### src/rtl/irq_tree_pkg.sv
package irq_tree_pkg;
    localparam int unsigned REG_W  = 32;
    localparam int unsigned ADDR_W = 4;

    typedef enum logic [ADDR_W-1:0] {
        A_TOP_SRC = 4'd0,
        A_TOP_SET = 4'd1,
        A_TOP_CLR = 4'd2,
        A_TOP_MSK = 4'd3,
        A_EP_SRC  = 4'd4,
        A_EP_SET  = 4'd5,
        A_EP_CLR  = 4'd6,
        A_EP_MSK  = 4'd7,
        A_DMA_SRC = 4'd8,
        A_DMA_SET = 4'd9,
        A_DMA_CLR = 4'd10,
        A_DMA_MSK = 4'd11,
        A_CFG     = 4'd12
    } reg_addr_e;

    localparam int unsigned TX_SUM_BIT  = 9;
    localparam int unsigned RX_SUM_BIT  = 8;
    localparam int unsigned DMA_SUM_BIT = 24;
    localparam int unsigned TMR_BIT     = 16;
    localparam int unsigned VBUS_BIT    = 15;
    localparam int unsigned POL_BIT     = 17;

    typedef struct packed {
        logic set_we;
        logic clr_we;
        logic msk_we;
    } bank_we_t;
endpackage

### src/rtl/irq_bank.sv
module irq_bank
    import irq_tree_pkg::*;
#(
    parameter int unsigned W = 32
) (
    input  logic         clk,
    input  logic         rst_n,
    input  bank_we_t     we,
    input  logic [W-1:0] wdata,
    input  logic [W-1:0] hw_set,
    input  logic [W-1:0] frc_en,
    input  logic [W-1:0] frc_val,
    output logic [W-1:0] pend_d,
    output logic [W-1:0] msk_d,
    output logic [W-1:0] pend_q,
    output logic [W-1:0] msk_q
);
    typedef struct packed {
        logic [W-1:0] pend;
        logic [W-1:0] msk;
    } bank_st_t;

    bank_st_t st_d, st_q;

    always_comb begin
        st_d = st_q;
        if (we.set_we) st_d.pend = st_d.pend | wdata;
        if (we.clr_we) st_d.pend = st_d.pend & ~wdata;
        if (we.msk_we) st_d.msk  = wdata;
        // hardware events merge after software clear, so they win
        st_d.pend = st_d.pend | hw_set;
        st_d.pend = (st_d.pend & ~frc_en) | (frc_val & frc_en);
    end

    always_ff @(posedge clk or negedge rst_n) begin
        if (!rst_n) begin
            st_q.pend <= '0;
            st_q.msk  <= '1;
        end else begin
            st_q <= st_d;
        end
    end

    assign pend_d = st_d.pend;
    assign msk_d  = st_d.msk;
    assign pend_q = st_q.pend;
    assign msk_q  = st_q.msk;
endmodule

### src/rtl/irq_settle_gate.sv
module irq_settle_gate #(
    parameter int unsigned SETTLE_CYCLES = 30_000_000
) (
    input  logic clk,
    input  logic rst_n,
    input  logic pwr_on,
    output logic gate_open
);
    localparam int unsigned CNT_W = $clog2(SETTLE_CYCLES + 1);
    localparam logic [CNT_W-1:0] CNT_MAX = CNT_W'(SETTLE_CYCLES);

    typedef struct packed {
        logic [CNT_W-1:0] cnt;
    } gate_st_t;

    gate_st_t st_d, st_q;

    always_comb begin
        st_d = st_q;
        if (!pwr_on)                st_d.cnt = '0;
        else if (st_q.cnt != CNT_MAX) st_d.cnt = st_q.cnt + 1'b1;
    end

    always_ff @(posedge clk or negedge rst_n) begin
        if (!rst_n) st_q <= '0;
        else        st_q <= st_d;
    end

    assign gate_open = (st_q.cnt == CNT_MAX);
endmodule

### src/rtl/irq_regif.sv
module irq_regif
    import irq_tree_pkg::*;
(
    input  logic              bus_wr,
    input  logic [ADDR_W-1:0] bus_addr,
    input  logic [REG_W-1:0]  top_pend,
    input  logic [REG_W-1:0]  top_msk,
    input  logic [REG_W-1:0]  ep_pend,
    input  logic [REG_W-1:0]  ep_msk,
    input  logic [REG_W-1:0]  dma_pend,
    input  logic [REG_W-1:0]  dma_msk,
    input  logic [REG_W-1:0]  cfg,
    output bank_we_t          top_we,
    output bank_we_t          ep_we,
    output bank_we_t          dma_we,
    output logic              cfg_we,
    output logic [REG_W-1:0]  bus_rdata
);
    reg_addr_e a;

    always_comb begin
        a         = reg_addr_e'(bus_addr);
        top_we    = '0;
        ep_we     = '0;
        dma_we    = '0;
        cfg_we    = 1'b0;
        bus_rdata = '0;
        case (a)
            A_TOP_SRC: bus_rdata = top_pend;
            A_TOP_SET: begin bus_rdata = top_pend; top_we.set_we = bus_wr; end
            A_TOP_CLR: begin bus_rdata = top_pend; top_we.clr_we = bus_wr; end
            A_TOP_MSK: begin bus_rdata = top_msk;  top_we.msk_we = bus_wr; end
            A_EP_SRC:  bus_rdata = ep_pend;
            A_EP_SET:  begin bus_rdata = ep_pend;  ep_we.set_we  = bus_wr; end
            A_EP_CLR:  begin bus_rdata = ep_pend;  ep_we.clr_we  = bus_wr; end
            A_EP_MSK:  begin bus_rdata = ep_msk;   ep_we.msk_we  = bus_wr; end
            A_DMA_SRC: bus_rdata = dma_pend;
            A_DMA_SET: begin bus_rdata = dma_pend; dma_we.set_we = bus_wr; end
            A_DMA_CLR: begin bus_rdata = dma_pend; dma_we.clr_we = bus_wr; end
            A_DMA_MSK: begin bus_rdata = dma_msk;  dma_we.msk_we = bus_wr; end
            A_CFG:     begin bus_rdata = cfg;      cfg_we        = bus_wr; end
            default:   bus_rdata = '0;
        endcase
    end
endmodule

### src/rtl/irq_tree_top.sv
module irq_tree_top
    import irq_tree_pkg::*;
#(
    parameter int unsigned DMA_W         = 16,
    parameter int unsigned SETTLE_CYCLES = 30_000_000
) (
    input  logic              clk,
    input  logic              rst_n,
    input  logic              pwr_on,
    input  logic              bus_wr,
    input  logic [3:0]        bus_addr,
    input  logic [31:0]       bus_wdata,
    output logic [31:0]       bus_rdata,
    input  logic [31:0]       ep_evt,
    input  logic [DMA_W-1:0]  dma_evt,
    input  logic [31:0]       top_evt,
    input  logic              tmr_expire,
    input  logic              vbus_edge,
    output logic              irq_out
);
    localparam int unsigned EP_W    = REG_W;
    localparam int unsigned EP_HALF = EP_W / 2;
    localparam logic [REG_W-1:0] SUM_MASK =
        (REG_W'(1) << TX_SUM_BIT) | (REG_W'(1) << RX_SUM_BIT) | (REG_W'(1) << DMA_SUM_BIT);

    typedef struct packed {
        logic [REG_W-1:0] cfg;
    } top_st_t;

    top_st_t st_d, st_q;

    bank_we_t top_we, ep_we, dma_we;
    logic     cfg_we, gate;

    logic [EP_W-1:0]  ep_pend_d, ep_msk_d, ep_pend_q, ep_msk_q;
    logic [DMA_W-1:0] dma_pend_d, dma_msk_d, dma_pend_q, dma_msk_q;
    logic [REG_W-1:0] top_pend_d, top_msk_d, top_pend_q, top_msk_q;
    logic [REG_W-1:0] dma_pend_rd, dma_msk_rd, top_hw, sum_val;
    logic             tx_sum, rx_sum, dma_sum, any_act;

    irq_regif u_regif (
        .bus_wr   (bus_wr),
        .bus_addr (bus_addr),
        .top_pend (top_pend_q),
        .top_msk  (top_msk_q),
        .ep_pend  (ep_pend_q),
        .ep_msk   (ep_msk_q),
        .dma_pend (dma_pend_rd),
        .dma_msk  (dma_msk_rd),
        .cfg      (st_q.cfg),
        .top_we   (top_we),
        .ep_we    (ep_we),
        .dma_we   (dma_we),
        .cfg_we   (cfg_we),
        .bus_rdata(bus_rdata)
    );

    irq_bank #(.W(EP_W)) u_ep (
        .clk(clk), .rst_n(rst_n), .we(ep_we), .wdata(bus_wdata),
        .hw_set(ep_evt), .frc_en('0), .frc_val('0),
        .pend_d(ep_pend_d), .msk_d(ep_msk_d), .pend_q(ep_pend_q), .msk_q(ep_msk_q)
    );

    irq_bank #(.W(DMA_W)) u_dma (
        .clk(clk), .rst_n(rst_n), .we(dma_we), .wdata(bus_wdata[DMA_W-1:0]),
        .hw_set(dma_evt), .frc_en('0), .frc_val('0),
        .pend_d(dma_pend_d), .msk_d(dma_msk_d), .pend_q(dma_pend_q), .msk_q(dma_msk_q)
    );

    // summaries follow the next-state of the subordinate banks so the
    // top level tracks them in the same cycle
    always_comb begin
        tx_sum  = |(ep_pend_d[EP_HALF-1:0]    & ~ep_msk_d[EP_HALF-1:0]);
        rx_sum  = |(ep_pend_d[EP_W-1:EP_HALF] & ~ep_msk_d[EP_W-1:EP_HALF]);
        dma_sum = |(dma_pend_d & ~dma_msk_d);
        sum_val = '0;
        sum_val[TX_SUM_BIT]  = tx_sum;
        sum_val[RX_SUM_BIT]  = rx_sum;
        sum_val[DMA_SUM_BIT] = dma_sum;
        top_hw  = top_evt;
        top_hw[TMR_BIT]  = top_evt[TMR_BIT]  | tmr_expire;
        top_hw[VBUS_BIT] = top_evt[VBUS_BIT] | vbus_edge;
        dma_pend_rd = '0;
        dma_msk_rd  = '0;
        dma_pend_rd[DMA_W-1:0] = dma_pend_q;
        dma_msk_rd[DMA_W-1:0]  = dma_msk_q;
    end

    irq_bank #(.W(REG_W)) u_top (
        .clk(clk), .rst_n(rst_n), .we(top_we), .wdata(bus_wdata),
        .hw_set(top_hw), .frc_en(SUM_MASK), .frc_val(sum_val),
        .pend_d(top_pend_d), .msk_d(top_msk_d), .pend_q(top_pend_q), .msk_q(top_msk_q)
    );

    irq_settle_gate #(.SETTLE_CYCLES(SETTLE_CYCLES)) u_gate (
        .clk(clk), .rst_n(rst_n), .pwr_on(pwr_on), .gate_open(gate)
    );

    always_comb begin
        st_d = st_q;
        if (cfg_we) st_d.cfg = bus_wdata;
    end

    always_ff @(posedge clk or negedge rst_n) begin
        if (!rst_n) st_q <= '0;
        else        st_q <= st_d;
    end

    always_comb begin
        any_act = |(top_pend_q & ~top_msk_q);
        irq_out = gate & (st_q.cfg[POL_BIT] ? any_act : ~any_act);
    end
endmodule

### config.mk
export PLATFORM = sky130hd
export DESIGN_NAME = irq_tree_top
export DESIGN_NICKNAME = d
export VERILOG_FILES = /design/src/rtl/irq_tree_pkg.sv /design/src/rtl/irq_bank.sv /design/src/rtl/irq_settle_gate.sv /design/src/rtl/irq_regif.sv /design/src/rtl/irq_tree_top.sv
export SDC_FILE = /design/constraint.sdc
export NUM_CORES = 1
export LEC_CHECK = 0
export BUFFER_PORTS_ARGS = -buffer_cell sky130_fd_sc_hd__buf_4
export CAP_MARGIN = 20
export CORE_MARGIN = 2
export CORE_UTILIZATION = 55
export DETAILED_ROUTE_END_ITERATION = 12
export HOLD_SLACK_MARGIN = 0.05
export PLACE_DENSITY = 0.86
export SLEW_MARGIN = 20
export SYNTH_ARGS = -nofsm -noshare
export SYNTH_HDL_FRONTEND = slang
export SYNTH_SLANG_ARGS = --single-unit
### constraint.sdc
create_clock -name clk -period 3.1 [get_ports clk]
set_clock_uncertainty 0.1 [all_clocks]
set_input_delay 0.775 -clock clk [delete_from_list [all_inputs] [get_ports clk]]
set_output_delay 0.775 -clock clk [all_outputs]
set_load 0.005 [all_outputs]
# ---- After elaboration in Yosys (flattened, before gate mapping)
# Cells that the tools add are included.
dict set report word_totals {
  reg_bits 217
  out_inout_bits 33
}
dict set report op_classes {
  add_sub_neg 1
  eq_ne 15
  n_mux 22
  bitwise 24
  reduce_logical 8
}
# op n
set op_table {}
lappend op_table {{$pmux W32 S7} 1}
lappend op_table {{$mux W32} 5}
lappend op_table {{$or A32 B32 Y32} 4}
lappend op_table {{$and A32 B32 Y32} 3}
lappend op_table {{$and A16 B16 Y16} 4}
lappend op_table {{$not A16 Y16} 4}
lappend op_table {{$not A32 Y32} 2}
lappend op_table {{$mux W25} 2}
lappend op_table {{$mux W16} 3}
lappend op_table {{$reduce_or A16 Y1} 3}
lappend op_table {{$or A16 B16 Y16} 2}
lappend op_table {{$or A32 B25 Y32} 1}
lappend op_table {{$reduce_or A32 Y1} 1}
lappend op_table {{$add A25 B1 Y25 const B} 1}
lappend op_table {{$eq A25 B25 Y1 const B} 1}
lappend op_table {{$ne A25 B25 Y1 const B} 1}
lappend op_table {{$eq A4 B4 Y1 const B} 5}
lappend op_table {{$eq A4 B3 Y1 const B} 4}
lappend op_table {{$mux W1} 11}
lappend op_table {{$reduce_or A3 Y1} 3}
lappend op_table {{$eq A4 B2 Y1 const B} 2}
lappend op_table {{$eq A4 B1 Y1 const B} 1}
lappend op_table {{$logic_not A4 Y1} 1}
lappend op_table {{$ne A2 B1 Y1 const B} 1}
lappend op_table {{3 further kinds} 4}

# ---- Longest topological paths before layout
dict set report logic_depth {
  depth_word 9
  depth_mapped 10
  ltp_nobuf 8
}

# ---- Cells and area by module
# A second synthesis with hierarchy kept.
dict set report hier_totals {
  cells_unflattened 1362
  area_unflattened_um2 14048.5
}
# mod instances cells_each area_per_inst_um2 seq_area_each_um2
set modules_own_cells {}
lappend modules_own_cells {{irq_bank (u_ep ...)} 2 234 3115.5 1641.6}
lappend modules_own_cells {irq_regif 1 428 3041.7 0.0}
lappend modules_own_cells {irq_tree_top 1 203 1858.0 800.8}
lappend modules_own_cells {{irq_bank (u_dma)} 1 118 1545.2 820.8}
lappend modules_own_cells {irq_settle_gate 1 145 1372.6 625.6}

# ---- Worst setup path before layout
# Ideal clock, no wire load.
dict set report synth_timing {
  kind {input-to-output}
  from {input bus_addr[2]}
  to {output bus_rdata[26]}
  arrival_time_ps 2148
  path_slack_ps 77
  path_stages 7
  n_path_buf 3
  cell_sequence {buf_2 -> nand2_1 -> nor3_1 -> clkbuf_1 -> clkbuf_1 -> a22oi_1 -> o21ai_0}
}
dict set report synth_between {
  elab_chain_len 3
  word_cells_on_any_way 17
  classes_between {eq/ne (12); mux (1); reduce/logical (4)}
}
# element line
set synth_lines {}
lappend synth_lines {{start, declared} irq_tree_top.sv:11} ;# input logic [3:0] bus_addr,
lappend synth_lines {{$eq A4 B4 Y1, or another cell as far along} irq_regif.sv:28} ;# case (a)
lappend synth_lines {{$reduce_or A3 Y1 (no line)} n/a}
lappend synth_lines {{$pmux W32 S7 (*)} irq_regif.sv:28}
lappend synth_lines {{end, declared} irq_tree_top.sv:13} ;# output logic [31:0] bus_rdata,
# Mark *: on every way between the ends. The rest lies on a longest branch, timed or not.

# ---- Worst setup path in the final report
dict set report layout_timing {
  from {input bus_addr[1]}
  to {output bus_rdata[0]}
}
# The elaborated chain is that of the path after synthesis.

==> results by group <==
Outcome
  – Status: complete, no violations

Cells and area
  – Fin util: 70.0%
  – Total Nets Final: 1360
  – # diodes: 0
  – FF+latch area: 5530 um^2
  – Final Non-Filler Cells: 1519
  – Multi-input logic area: 4890 um^2
  – Filler Cells Inserted: 1396
  – Area growth from synthesis to layout: 24.3%
  – Fraction of layout cells with a size suffix above 1: 37.3%
  – Final instance area: 13700 um^2

Worst setup path
  – Slowest-stage cell, CP: and2_1
  – Reg2reg end: u_gate.st_q[24]
  – Cell chain of the critical path: buf_4 > and2_1 > nor2_2 > buf_4 > a22o_1 > nor2_1 > o21ai_0 > buf_4
  – Reg-to-reg startpoint: u_gate.st_q[0]
  – R2R Setup Slk: 470 ps
  – Slowest stage delay, CP: 280 ps
  – Critical path type: input port to output pin
  – Critical path capture point type: output pin
  – Arrival @ worst endpoint: 2180 ps
  – Maximum fanout along the worst path: 13
  – CP startpoint kind: input port
  – CP dominant cell by count: buf_4
  – CP required: 2220 ps
  – FF-to-FF path depth: 9

Power
  – Power Density: 571 nW/um^2
  – Max VDD drop: 0.479 mV
  – Static Leak: 5.96 nW

Timing
  – Final slew viol count: 0
  – Slew margin rel.: 50.2%
  – Final hold viol count: 0
  – Final cycle utilization of the critical path: 98.7%
  – Setup TNS: 0 ps
  – Fmax: 327 MHz
  – Unrepaired setup endpoints after global routing: yes
  – Final setup fails: 0
  – Min cycle time layout: 3060 ps
  – Tightest Pin Transition: 746 ps

Synthesis
  – Warnings from Yosys: 0
  – Syn avg cell area: 10.2 um^2
  – Post-Synthesis Cells: 1076
  – Net Count, Synth: 1200
  – Top cells by area, synth: dfrtp_1, dfstp_2, mux2_2
  – Library cells used by synthesis: 47
  – Cell accounting for the most synthesized area: dfrtp_1
  – Top cell type's share of synthesized area: 31.2%
  – Register area share after synthesis: 50.3%
  – Number of synthesized register bits: 217
  – Synth Cell Area: 11000 um^2

Drt
  – Initial drt markers: 932
  – Number of routed nets with antenna violations: 0
  – Vias/cell: 6.32
  – Drt first pass iters: 5
  – Remaining DRCs: 0
  – Drt wl/cell: 22.3 um
  – Via count: 9606
  – Post-Route WL: 33900 um

Die
  – Die footprint: 21100 um^2
  – Initial Util: 56.3%
  – # IOs: 155
  – Core area: 19500 um^2
  – Die Span Y: 145 um
  – Die X: 145 um
  – Row cnt: 51

GRT
  – First-pass GRT wire length: 53100 um
  – Initial antenna violation count: 0
  – Pin count of the biggest net entering global routing: 66
  – Vias in the first global route: 9914
  – GRT Util Overall: 31.7%
  – Total grt overflow: 0

Place
  – Placed instance area: 12700 um^2
  – Routability congestion estimate: 0.948
  – Port Buffers: 151
  – Placed Cells: 1469
  – HPWL reported at the end of detailed placement: 22700 um

Clock network
  – CTS tree: done
  – Worst-path clk slew: 60 ps
  – Worst-Skew Late Latency: 520 ps
  – Max clock buf depth: 3
  – TritonCTS buffer count: 24
  – Depth of the CTS H-tree: 1
  – Clock Sinks: 217
  – Clk root buf: clkbuf_16

Worst hold path
  – Tightest Hold Check Type: input port to asynchronous set/reset pin

Job
  – Max cap viols: 0
-- cell usage in the layout, fill, tap and decap left out, drive strengths merged, types with 2 or more instances in the layout --
cell type / count
a31oi: 57
a21boi: 2
nor4: 6
inv: 101
dfstp: 80
nor3: 9
clkinv: 5
nor2b: 9
and2: 22
o22ai: 12
a22oi: 51
nand4: 8
xor2: 9
nand3: 36
o2111ai: 2
mux2i: 61
a21oi: 88
nand2: 62
nor2: 18
buf: 210
bufinv: 2
a22o: 22
mux2: 64
clkbuf: 37
and3b: 4
xnor2: 13
ha: 2
a311oi: 24
and3: 3
dfrtp: 137
o21ai: 16
a221oi: 12
or3: 5
or2: 51
nand2b: 8
-- layout make-up --
cell class	count	share of cell area, %
clock buffers	36	5.32
clock inverters	8	0.677
inverters	101	2.77
multi-input cells	681	35.8
flip-flops and latches	217	40.5
well taps	265	2.43
repair buffers	211	12.6
-- through the flow --
stage          setup WS (ps)  power, mW  hold WS (ps)
2_1_floorplan           77.0       4.22           379
3_3_place_gp             106       4.74           387
3_5_place_dp             117       4.80           394
4_1_cts                 4.37       7.76           156
5_1_grt                -25.6       8.09           174
6_report                40.8       7.81           140
-- critical path: cells and delay by family --
kind,cells,cell delay (ps)
buffers and inverters,3,540
and+or+nand+nor,3,500
AOI/OAI and AO/OA,2,370
-- layer usage --
| layer | routed length [um] | GRT usage, % | share of wire [%] | vias to the layer above |
|---|---|---|---|---|
| li1 | - | - | - | 4173 |
| met1 | 13300 | 42.3 | 39 | 4725 |
| met2 | 15800 | 49.8 | 47 | 581 |
| met3 | 3190 | 6.05 | 9.4 | 127 |
| met4 | 1630 | 16.1 | 4.8 | 0 |
| met5 | 0 | 0 | 0 | - |
-- cell families (layout without fill, tap and decap cells) --
family / Yosys count / after routing / synth area share, %
compound gates: 287 / 287 / 17.1
xor+xnor: 22 / 22 / 1.75
fa+ha+maj: 2 / 2 / 0.228
buf+inv: 178 / 356 / 6.56
flops: 217 / 217 / 50.3
mux: 125 / 125 / 12.1
simple gates: 245 / 245 / 11.9
-- cells in the mapped netlist (all sizes together) --
cell / instances
nand3: 36
a22o: 22
a22oi: 51
nand2b: 8
nor4: 6
and4: 1
mux2i: 61
and3: 3
a221oi: 12
o2111ai: 2
nor3: 9
a21oi: 88
inv: 101
or3: 5
a311oi: 24
nand2: 62
and2: 22
a31oi: 57
mux2: 64
nor2: 18
or4b: 1
dfstp: 80
o221ai: 1
o22ai: 12
buf: 28
nor4b: 1
or4: 1
a21boi: 2
xnor2: 13
clkbuf: 49
nand4: 8
and3b: 4
xor2: 9
or2: 51
ha: 2
o21ai: 16
nor2b: 9
dfrtp: 137
-- sequential cells by signal, indices dropped and copies added (netlist names) --
register and flops:
u_ep.pend_q 32, u_dma.pend_q 16, u_gate.st_q 25, st_q 32
u_dma.msk_q 16, u_ep.msk_q 32, u_top.pend_q 32, u_top.msk_q 32
-- power by group --
part / internal (mW) / switching [mW] / leakage (nW)
Clock: 1.78 / 1.16 / 0.405
Combinational: 0.592 / 0.654 / 3.27
Sequential: 3.37 / 0.250 / 2.29
Total: 5.74 / 2.06 / 5.96
-- repair_timing --
action	in CTS	in global routing
pin swaps	7	7
setup buffers	3	3
hold buffers	0	0
gates cloned	0	0
endpoints found under the setup margin	1	2
resized for setup	7	11
-- worst max path at each step --
stage                                from             to  slack [ps]  depth (start not counted)
after detailed placement      bus_addr[1]   bus_rdata[0]         120                          8
after global routing       u_gate.st_q[0]        irq_out         -30                          7
after global placement        bus_addr[1]   bus_rdata[0]         110                          8
final                         bus_addr[1]   bus_rdata[0]          40                          8
after floorplan               bus_addr[2]  bus_rdata[26]          80                          7
after CTS                 u_top.msk_q[19]        irq_out           4                          7
Power figures use the tool's default switching activity.
